### config.mk
export PLATFORM = sky130hd
export DESIGN_NAME = rtc_bcd_core
export DESIGN_NICKNAME = d
export VERILOG_FILES = /design/src/rtl/rtc_bcd_pkg.sv /design/src/rtl/rtc_bcd_advance.sv /design/src/rtl/rtc_bcd_ctrl.sv /design/src/rtl/rtc_bcd_regs.sv /design/src/rtl/rtc_bcd_core.sv
export SDC_FILE = /design/constraint.sdc
export NUM_CORES = 1
export LEC_CHECK = 0
export CAP_MARGIN = 20
export CORE_MARGIN = 2
export CORE_UTILIZATION = 34
export CTS_CLUSTER_DIAMETER = 60
export CTS_CLUSTER_SIZE = 40
export DETAILED_ROUTE_END_ITERATION = 8
export DONT_BUFFER_PORTS = 1
export HOLD_SLACK_MARGIN = 0.08
export PLACE_DENSITY = 0.56
export SYNTH_ARGS = -nofsm -noshare
export SYNTH_HDL_FRONTEND = slang
export SYNTH_SLANG_ARGS = --single-unit
### constraint.sdc
create_clock -name clk -period 3.5 [get_ports clk]
set_input_delay 0.35 -clock clk [delete_from_list [all_inputs] [get_ports clk]]
set_output_delay 0.35 -clock clk [all_outputs]
set_load 0.1 [all_outputs]
### src/rtl/rtc_bcd_pkg.sv
package rtc_bcd_pkg;

    localparam int unsigned BYTE_W = 8;
    localparam int unsigned SEL_W  = 4;

    // register offsets (low address nibble)
    localparam int unsigned REG_CTRL  = 0;
    localparam int unsigned REG_SEC   = 1;
    localparam int unsigned REG_MIN   = 2;
    localparam int unsigned REG_HOUR  = 3;
    localparam int unsigned REG_DOW   = 4;
    localparam int unsigned REG_DATE  = 5;
    localparam int unsigned REG_MONTH = 6;
    localparam int unsigned REG_YEAR  = 7;
    localparam int unsigned REG_CENT  = 8;

    typedef struct packed {
        logic [BYTE_W-1:0] cent;
        logic [BYTE_W-1:0] year;
        logic [BYTE_W-1:0] month;
        logic [BYTE_W-1:0] date;
        logic [BYTE_W-1:0] dow;
        logic [BYTE_W-1:0] hour;
        logic [BYTE_W-1:0] min;
        logic [BYTE_W-1:0] sec;
    } rtc_time_t;

    typedef enum logic [1:0] {
        ST_TRACK  = 2'd0,
        ST_SNAP   = 2'd1,
        ST_EDIT   = 2'd2,
        ST_COMMIT = 2'd3
    } rtc_mode_e;

    localparam rtc_time_t RTC_RESET_TIME = '{
        cent: 8'h20, year: 8'h00, month: 8'h01, date: 8'h01,
        dow: 8'h01, hour: 8'h00, min: 8'h00, sec: 8'h00
    };

    // two-digit BCD increment without wrap
    function automatic logic [BYTE_W-1:0] bcd_inc(input logic [BYTE_W-1:0] v);
        if (v[3:0] == 4'd9)
            return {v[7:4] + 4'd1, 4'd0};
        else
            return {v[7:4], v[3:0] + 4'd1};
    endfunction

endpackage

### src/rtl/rtc_bcd_advance.sv
module rtc_bcd_advance
    import rtc_bcd_pkg::*;
#(
    parameter logic [7:0] CENTURY_LAST = 8'h39
) (
    input  rtc_time_t cur,
    output rtc_time_t nxt
);

    logic [6:0]        year_bin;
    logic              leap;
    logic [BYTE_W-1:0] last_date;

    always_comb begin
        year_bin = 7'({3'b000, cur.year[7:4]}) * 7'd10 + 7'({3'b000, cur.year[3:0]});
        leap     = (year_bin[1:0] == 2'b00);
        unique case (cur.month)
            8'h02:                      last_date = leap ? 8'h29 : 8'h28;
            8'h04, 8'h06, 8'h09, 8'h11: last_date = 8'h30;
            default:                    last_date = 8'h31;
        endcase
    end

    always_comb begin
        nxt = cur;
        if (cur.sec == 8'h59) begin
            nxt.sec = 8'h00;
            if (cur.min == 8'h59) begin
                nxt.min = 8'h00;
                if (cur.hour == 8'h23) begin
                    nxt.hour = 8'h00;
                    nxt.dow  = (cur.dow == 8'h07) ? 8'h01 : bcd_inc(cur.dow);
                    if (cur.date == last_date) begin
                        nxt.date = 8'h01;
                        if (cur.month == 8'h12) begin
                            nxt.month = 8'h01;
                            if (cur.year == 8'h99) begin
                                nxt.year = 8'h00;
                                nxt.cent = (cur.cent == CENTURY_LAST) ? 8'h00 : bcd_inc(cur.cent);
                            end else begin
                                nxt.year = bcd_inc(cur.year);
                            end
                        end else begin
                            nxt.month = bcd_inc(cur.month);
                        end
                    end else begin
                        nxt.date = bcd_inc(cur.date);
                    end
                end else begin
                    nxt.hour = bcd_inc(cur.hour);
                end
            end else begin
                nxt.min = bcd_inc(cur.min);
            end
        end else begin
            nxt.sec = bcd_inc(cur.sec);
        end
    end

endmodule

### src/rtl/rtc_bcd_ctrl.sv
module rtc_bcd_ctrl
    import rtc_bcd_pkg::*;
(
    input  logic      clk,
    input  logic      rst_n,
    input  logic      wb_nxt,
    input  logic      rb_nxt,
    output rtc_mode_e mode,
    output logic      load_cnt,
    output logic      track
);

    rtc_mode_e mode_q;
    rtc_mode_e mode_d;

    always_comb begin
        mode_d = mode_q;
        unique case (mode_q)
            ST_EDIT:  mode_d = wb_nxt ? ST_EDIT : ST_COMMIT;
            ST_TRACK,
            ST_SNAP,
            ST_COMMIT: begin
                if (wb_nxt)      mode_d = ST_EDIT;
                else if (rb_nxt) mode_d = ST_SNAP;
                else             mode_d = ST_TRACK;
            end
        endcase
    end

    always_ff @(posedge clk or negedge rst_n) begin
        if (!rst_n) mode_q <= ST_TRACK;
        else        mode_q <= mode_d;
    end

    always_comb begin
        mode     = mode_q;
        load_cnt = (mode_q == ST_COMMIT);
        track    = (mode_q == ST_TRACK);
    end

endmodule

### src/rtl/rtc_bcd_regs.sv
module rtc_bcd_regs
    import rtc_bcd_pkg::*;
(
    input  logic              clk,
    input  logic              rst_n,
    input  logic [SEL_W-1:0]  sel,
    input  logic              host_wr,
    input  logic [BYTE_W-1:0] wdata,
    input  rtc_time_t         fresh,
    input  logic              refresh,
    output rtc_time_t         usr,
    output logic              wb_nxt,
    output logic              rb_nxt,
    output logic              stop,
    output logic [BYTE_W-1:0] rdata
);

    rtc_time_t usr_q;
    logic      wb_q, rb_q, stop_q, ft_q;
    logic      wr_ctrl;

    assign wr_ctrl = host_wr && (32'(sel) == REG_CTRL);
    assign wb_nxt  = wr_ctrl ? wdata[7] : wb_q;
    assign rb_nxt  = wr_ctrl ? wdata[6] : rb_q;
    assign usr     = usr_q;
    assign stop    = stop_q;

    always_ff @(posedge clk or negedge rst_n) begin
        if (!rst_n) begin
            usr_q  <= RTC_RESET_TIME;
            wb_q   <= 1'b0;
            rb_q   <= 1'b0;
            stop_q <= 1'b0;
            ft_q   <= 1'b0;
        end else begin
            if (refresh) usr_q <= fresh;
            if (host_wr) begin
                case (32'(sel))
                    REG_CTRL:  begin wb_q <= wdata[7]; rb_q <= wdata[6]; end
                    REG_SEC:   begin stop_q <= wdata[7]; usr_q.sec <= {1'b0, wdata[6:0]}; end
                    REG_MIN:   begin ft_q <= wdata[7]; usr_q.min <= {1'b0, wdata[6:0]}; end
                    REG_HOUR:  usr_q.hour  <= {2'b00, wdata[5:0]};
                    REG_DOW:   usr_q.dow   <= {5'b00000, wdata[2:0]};
                    REG_DATE:  usr_q.date  <= {2'b00, wdata[5:0]};
                    REG_MONTH: usr_q.month <= {3'b000, wdata[4:0]};
                    REG_YEAR:  usr_q.year  <= wdata;
                    REG_CENT:  usr_q.cent  <= {2'b00, wdata[5:0]};
                    default:   ;
                endcase
            end
        end
    end

    always_comb begin
        case (32'(sel))
            REG_CTRL:  rdata = {wb_q, rb_q, 6'b000000};
            REG_SEC:   rdata = {stop_q, usr_q.sec[6:0]};
            REG_MIN:   rdata = {ft_q, usr_q.min[6:0]};
            REG_HOUR:  rdata = usr_q.hour;
            REG_DOW:   rdata = usr_q.dow;
            REG_DATE:  rdata = usr_q.date;
            REG_MONTH: rdata = usr_q.month;
            REG_YEAR:  rdata = usr_q.year;
            REG_CENT:  rdata = usr_q.cent;
            default:   rdata = '0;
        endcase
    end

endmodule

### src/rtl/rtc_bcd_core.sv
module rtc_bcd_core
    import rtc_bcd_pkg::*;
#(
    parameter int unsigned HOST_ADDR_W  = 8,
    parameter logic [7:0]  CENTURY_LAST = 8'h39
) (
    input  logic                   clk,
    input  logic                   rst_n,
    input  logic                   tick,
    input  logic [HOST_ADDR_W-1:0] host_addr,
    input  logic                   host_wr,
    input  logic [BYTE_W-1:0]      host_wdata,
    output logic [BYTE_W-1:0]      host_rdata
);

    rtc_time_t cnt_q;
    rtc_time_t cnt_adv;
    rtc_time_t usr_time;
    rtc_mode_e mode;
    logic      load_cnt, track, wb_nxt, rb_nxt, stop_q, adv;

    generate
        if (HOST_ADDR_W > SEL_W) begin : g_hi_addr
            logic unused_addr_hi;
            assign unused_addr_hi = ^host_addr[HOST_ADDR_W-1:SEL_W];
        end
    endgenerate

    assign adv = tick && !stop_q;

    rtc_bcd_advance #(.CENTURY_LAST(CENTURY_LAST)) u_adv (
        .cur (cnt_q),
        .nxt (cnt_adv)
    );

    rtc_bcd_ctrl u_ctrl (
        .clk      (clk),
        .rst_n    (rst_n),
        .wb_nxt   (wb_nxt),
        .rb_nxt   (rb_nxt),
        .mode     (mode),
        .load_cnt (load_cnt),
        .track    (track)
    );

    rtc_bcd_regs u_regs (
        .clk     (clk),
        .rst_n   (rst_n),
        .sel     (host_addr[SEL_W-1:0]),
        .host_wr (host_wr),
        .wdata   (host_wdata),
        .fresh   (cnt_adv),
        .refresh (adv && track),
        .usr     (usr_time),
        .wb_nxt  (wb_nxt),
        .rb_nxt  (rb_nxt),
        .stop    (stop_q),
        .rdata   (host_rdata)
    );

    always_ff @(posedge clk or negedge rst_n) begin
        if (!rst_n)        cnt_q <= RTC_RESET_TIME;
        else if (load_cnt) cnt_q <= usr_time;
        else if (adv)      cnt_q <= cnt_adv;
    end

endmodule

==> out/results.txt <==
Across the run, the number of max-cap violations was 0. The initial antenna violation count came out at 1. The antenna diode count is 0, and the clock transition at the register clock pins on the worst setup and hold paths after CTS is 70 ps. The tools report the count of final hold-check violations as 0. The xor and xnor area share after synthesis was 2.413%. After floorplanning, the core was sized to cover 25180 um^2. The die is 164.1 um wide.

Of the total synthesized cell area, the portion taken by AND, OR, NAND and NOR gates is 23.56%. Across every metal layer, demand over resource in global routing totals 22.04%. In this run the tightest slew margin relative to its limit is 35.61%.

In this run, synthesis inferred 0 flip-flops with an integrated enable. The detailed placer's ending HPWL is 19350 um. The run finished with clean final reports. The share of the Yosys chip area taken by registers is 38.62%.

Setup repair after global routing left no endpoint under its margin. TritonCTS built the clock tree. The run gives 0.0003849 V as the maximum ir drop on the vdd rail. The routed wire length per instance is 20.23 um. The number of global-route vias before repair is 7433, and the via density per instance is 5.706. The adder and majority gate portion of the synthesized area is 4.166%. The number of iterations in the first detailed-routing pass is 7, and the average instance area after synthesis is 8.178 um^2.

After layout, the worst path uses 94.36% of the clock period. After synthesis, the largest family of logic cells by area is simple AND/OR/NAND/NOR gates. At the worst endpoint, the required time is 3820 ps. The share of cells above drive strength 1 is 10.41%, and the number of instances in the placed design is 1364. The footprint of the flip-flops and latches is 3363 um^2, and the number of warnings reported in the yosys synthesis log is 0. Summing every instance area after synthesis gives 8710 um^2. For the largest net degree at the start of global routing, the log shows 135. The max-slew violation count is 0. Buffers inserted during clock tree synthesis total 17. The clock tree skew after final layout is 9.008 ps. The total detailed-routing wirelength is 28440 um, and the total DRC errors in the routed layout is 0. Setup violations remaining at the end of the flow were counted as 0.

The number of buffer cells added on primary ports works out to 0. The total vias in the final route is 8022, and the worst-case hold slack is 96.60 ps. Highest cell delay on the worst timing path: 480 ps. The run gives 58 as the number of cell rows.

Subtracting the final worst setup slack from the clock period gives 3303 ps. For this run, the post-layout net count is 1112. Summed over all failing endpoints, the final setup total negative slack is 0 ps. The portion of synthesized area spent on multiplexers is 4.927%. Counting flops and latches in the post-synthesis netlist gives 134.

The clock tree synthesis step divided the H-tree into 4 levels. Number of unique standard cell types used by synthesis: 67. Walking the worst path, the cells encountered are inv_1, ha_1, or4b_1, or4_4, a211oi_4, o211ai_2, buf_12, nor3_1, mux2i_1, o22ai_1. The share of flip-flops with an asynchronous set or reset works out to 100.0%. The filler cells instantiated in the layout total 2572. The logs give 241.4 ps for the post-placement worst setup slack and 0.8706 for the placer congestion estimate.

The finished layout holds 1406 standard cells, fillers aside. The later pin in the worst-skew pair is clocked with a latency of 440 ps. For this run the aggregate overflow at the end of global routing stands at 0.

The post-synthesis compound-gate area fraction is 22.50%, and the instance count of the mapped netlist is 1065. The area overhead of the layout relative to synthesis is 14.41%, and the number of setup buffers added after CTS is 0. The critical path is of the register to register type. CTS saw 134 sinks. The number of nets with antenna violations after detailed routing was 0; the slew of the pin with the lowest slew margin was 962.3 ps.

The first routing iteration left 701 violations. For this run, the top clock speed supported by timing is 0.3028 GHz. 28 I/O pins were placed.

Along the worst path, the maximum fanout reaches 20. In this run the vertical extent of the chip is 164.1 um. The die covers 26910 um^2. The largest buffer count on any clock path was 2. The first global-routing pass estimated 44840 um of wire. The post-synth net total is 1114, and the cell area after placement is 9191 um^2. Power per cell area: 823.2 nW/um^2. Critical path capture point type: a register. Final instance area: 9965 um^2.

The worst hold path belongs to the class input port to register. The tools report the clock tree root driver cell as sky130_fd_sc_hd__clkbuf_16. The slowest stage of the critical path belongs to the cell sky130_fd_sc_hd__or4b_1. The kind of start point of the critical path is a register. The analysis attributes to cell leakage a power of 3.818 nW. Setup slack on the critical path of the routed design comes to 197.3 ps. For the data arrival time at the worst-slack endpoint, the log shows 3620 ps. Among all flip-flop cells after synthesis, the most frequent one is sky130_fd_sc_hd__dfrtp_1. Summing all multi-input logic gate instances after layout gives 5062 um^2. The effective utilization at floorplan is 34.59%.
-- worst max-delay path, delay by kind of cell (launching register included) --
kind	cells	cell delay [ps]
muxes	1	240
AOI/OAI and AO/OA	3	700
and+or+nand+nor	3	1260
adders and majority gates	1	180
DFF	1	460
buffers and inverters	2	330
-- per-stage QoR --
| step | power, mW | utilization, % |
|---|---|---|
| floorplan | 5.176 | - |
| global placement | 6.030 | 36.50 |
| detailed placement | 6.093 | 36.50 |
| CTS | 8.224 | 39.56 |
| global route | 8.789 | 39.57 |
| finish | 8.203 | 39.57 |
-- final cells by class --
cell class	instances	share of cell area [%]
clock buffer	18	4.307
clock inverter	14	2.248
inverter	22	0.8287
multi-input combinational	845	50.80
sequential	134	33.75
tap	330	4.144
timing repair buffer	43	3.918
-- state kept, by name, summed over array words and instances (netlist names), named ones only --
register and count:
cnt_q 64, u_regs.usr 57, u_ctrl.mode 2, u_regs.ft_q 1, u_regs.rb_q 1, u_regs.stop 1
u_regs.wb_q 1
-- cell families after synthesis --
| kind of cell | after synthesis |
|---|---|
| adders and majority gates | 29 |
| buffers and inverters | 86 |
| and+or+nand+nor | 437 |
| AOI/OAI and AO/OA | 313 |
| xor gates and xnor gates | 24 |
| muxes | 42 |
| DFF | 134 |
-- where the power goes --
group / switching, mW / leakage (nW) / internal (mW) / total [mW]
combinational: 1.71 / 1.91 / 1.22 / 2.93
clock: 0.770 / 0.315 / 1.27 / 2.04
sequential: 0.950 / 1.59 / 2.28 / 3.23
-- cell usage after synthesis (all sizes together), types with 15 or more instances --
library cell	number	area share [%]
a21oi	84	4.8
nor3	34	2.1
clkbuf	56	2.4
a211oi	29	2.6
a21o	15	1.3
nor2	159	6.9
xnor2	17	1.7
nand3	19	1.1
a31oi	19	1.4
dfrtp	126	36
ha	29	4.2
mux2i	35	4.0
o21ai	95	5.5
nand2	127	5.5
inv	22	0.95
-- worst paths after layout --
| check | startpoint | endpoint | slack [ps] | cells past startpoint |
|---|---|---|---|---|
| worst min register to register | u_regs.usr[15] | cnt_q[15] | 480 | 2 |
| min in group asynchronous | rst_n | u_regs.usr[7] | 510 | 2 |
| max in group asynchronous | rst_n | u_regs.usr[13] | 2320 | 2 |
| worst max register to register | cnt_q[44] | u_regs.usr[60] | 200 | 10 |
| worst max-delay path | cnt_q[44] | u_regs.usr[60] | 200 | 10 |
| worst min-delay path | host_wdata[4] | u_regs.usr[60] | 100 | 2 |
-- layout by cell type, fill, tap and decap left out, types with 12 or more instances in the layout --
master / Yosys / routed
sky130_fd_sc_hd__nor2b_1: 13 / 12
sky130_fd_sc_hd__xnor2_1: 17 / 17
sky130_fd_sc_hd__nand3_1: 19 / 19
sky130_fd_sc_hd__a21oi_1: 84 / 80
sky130_fd_sc_hd__nand2_1: 127 / 127
sky130_fd_sc_hd__a21o_1: 15 / 15
sky130_fd_sc_hd__clkbuf_16: 0 / 17
sky130_fd_sc_hd__ha_1: 29 / 29
sky130_fd_sc_hd__a22oi_1: 12 / 12
sky130_fd_sc_hd__inv_1: 22 / 22
sky130_fd_sc_hd__dfrtp_1: 126 / 126
sky130_fd_sc_hd__a211oi_1: 28 / 28
sky130_fd_sc_hd__o21ai_0: 94 / 92
sky130_fd_sc_hd__nor3_1: 31 / 30
sky130_fd_sc_hd__buf_4: 0 / 31
sky130_fd_sc_hd__mux2i_1: 35 / 35
sky130_fd_sc_hd__nor2_1: 158 / 155
sky130_fd_sc_hd__a31oi_1: 19 / 19
-- routing by layer --
layer	part of all wire [%]	vias to the layer above	routed length [um]	global-route usage (%)
met5	0	-	0	0
met4	3.1	0	879	8.971
met3	5.7	43	1614	4.116
met2	45	210	12660	33.14
met1	47	3943	13290	31.13
li1	-	3826	-	-
-- repair_timing --
item	4_1_cts	5_1_grt
endpoints found under the hold margin	176	0
gates resized for setup	0	1
hold buffers	10	0
endpoints found under the setup margin	0	1
(Power assumes the default switching activity.)
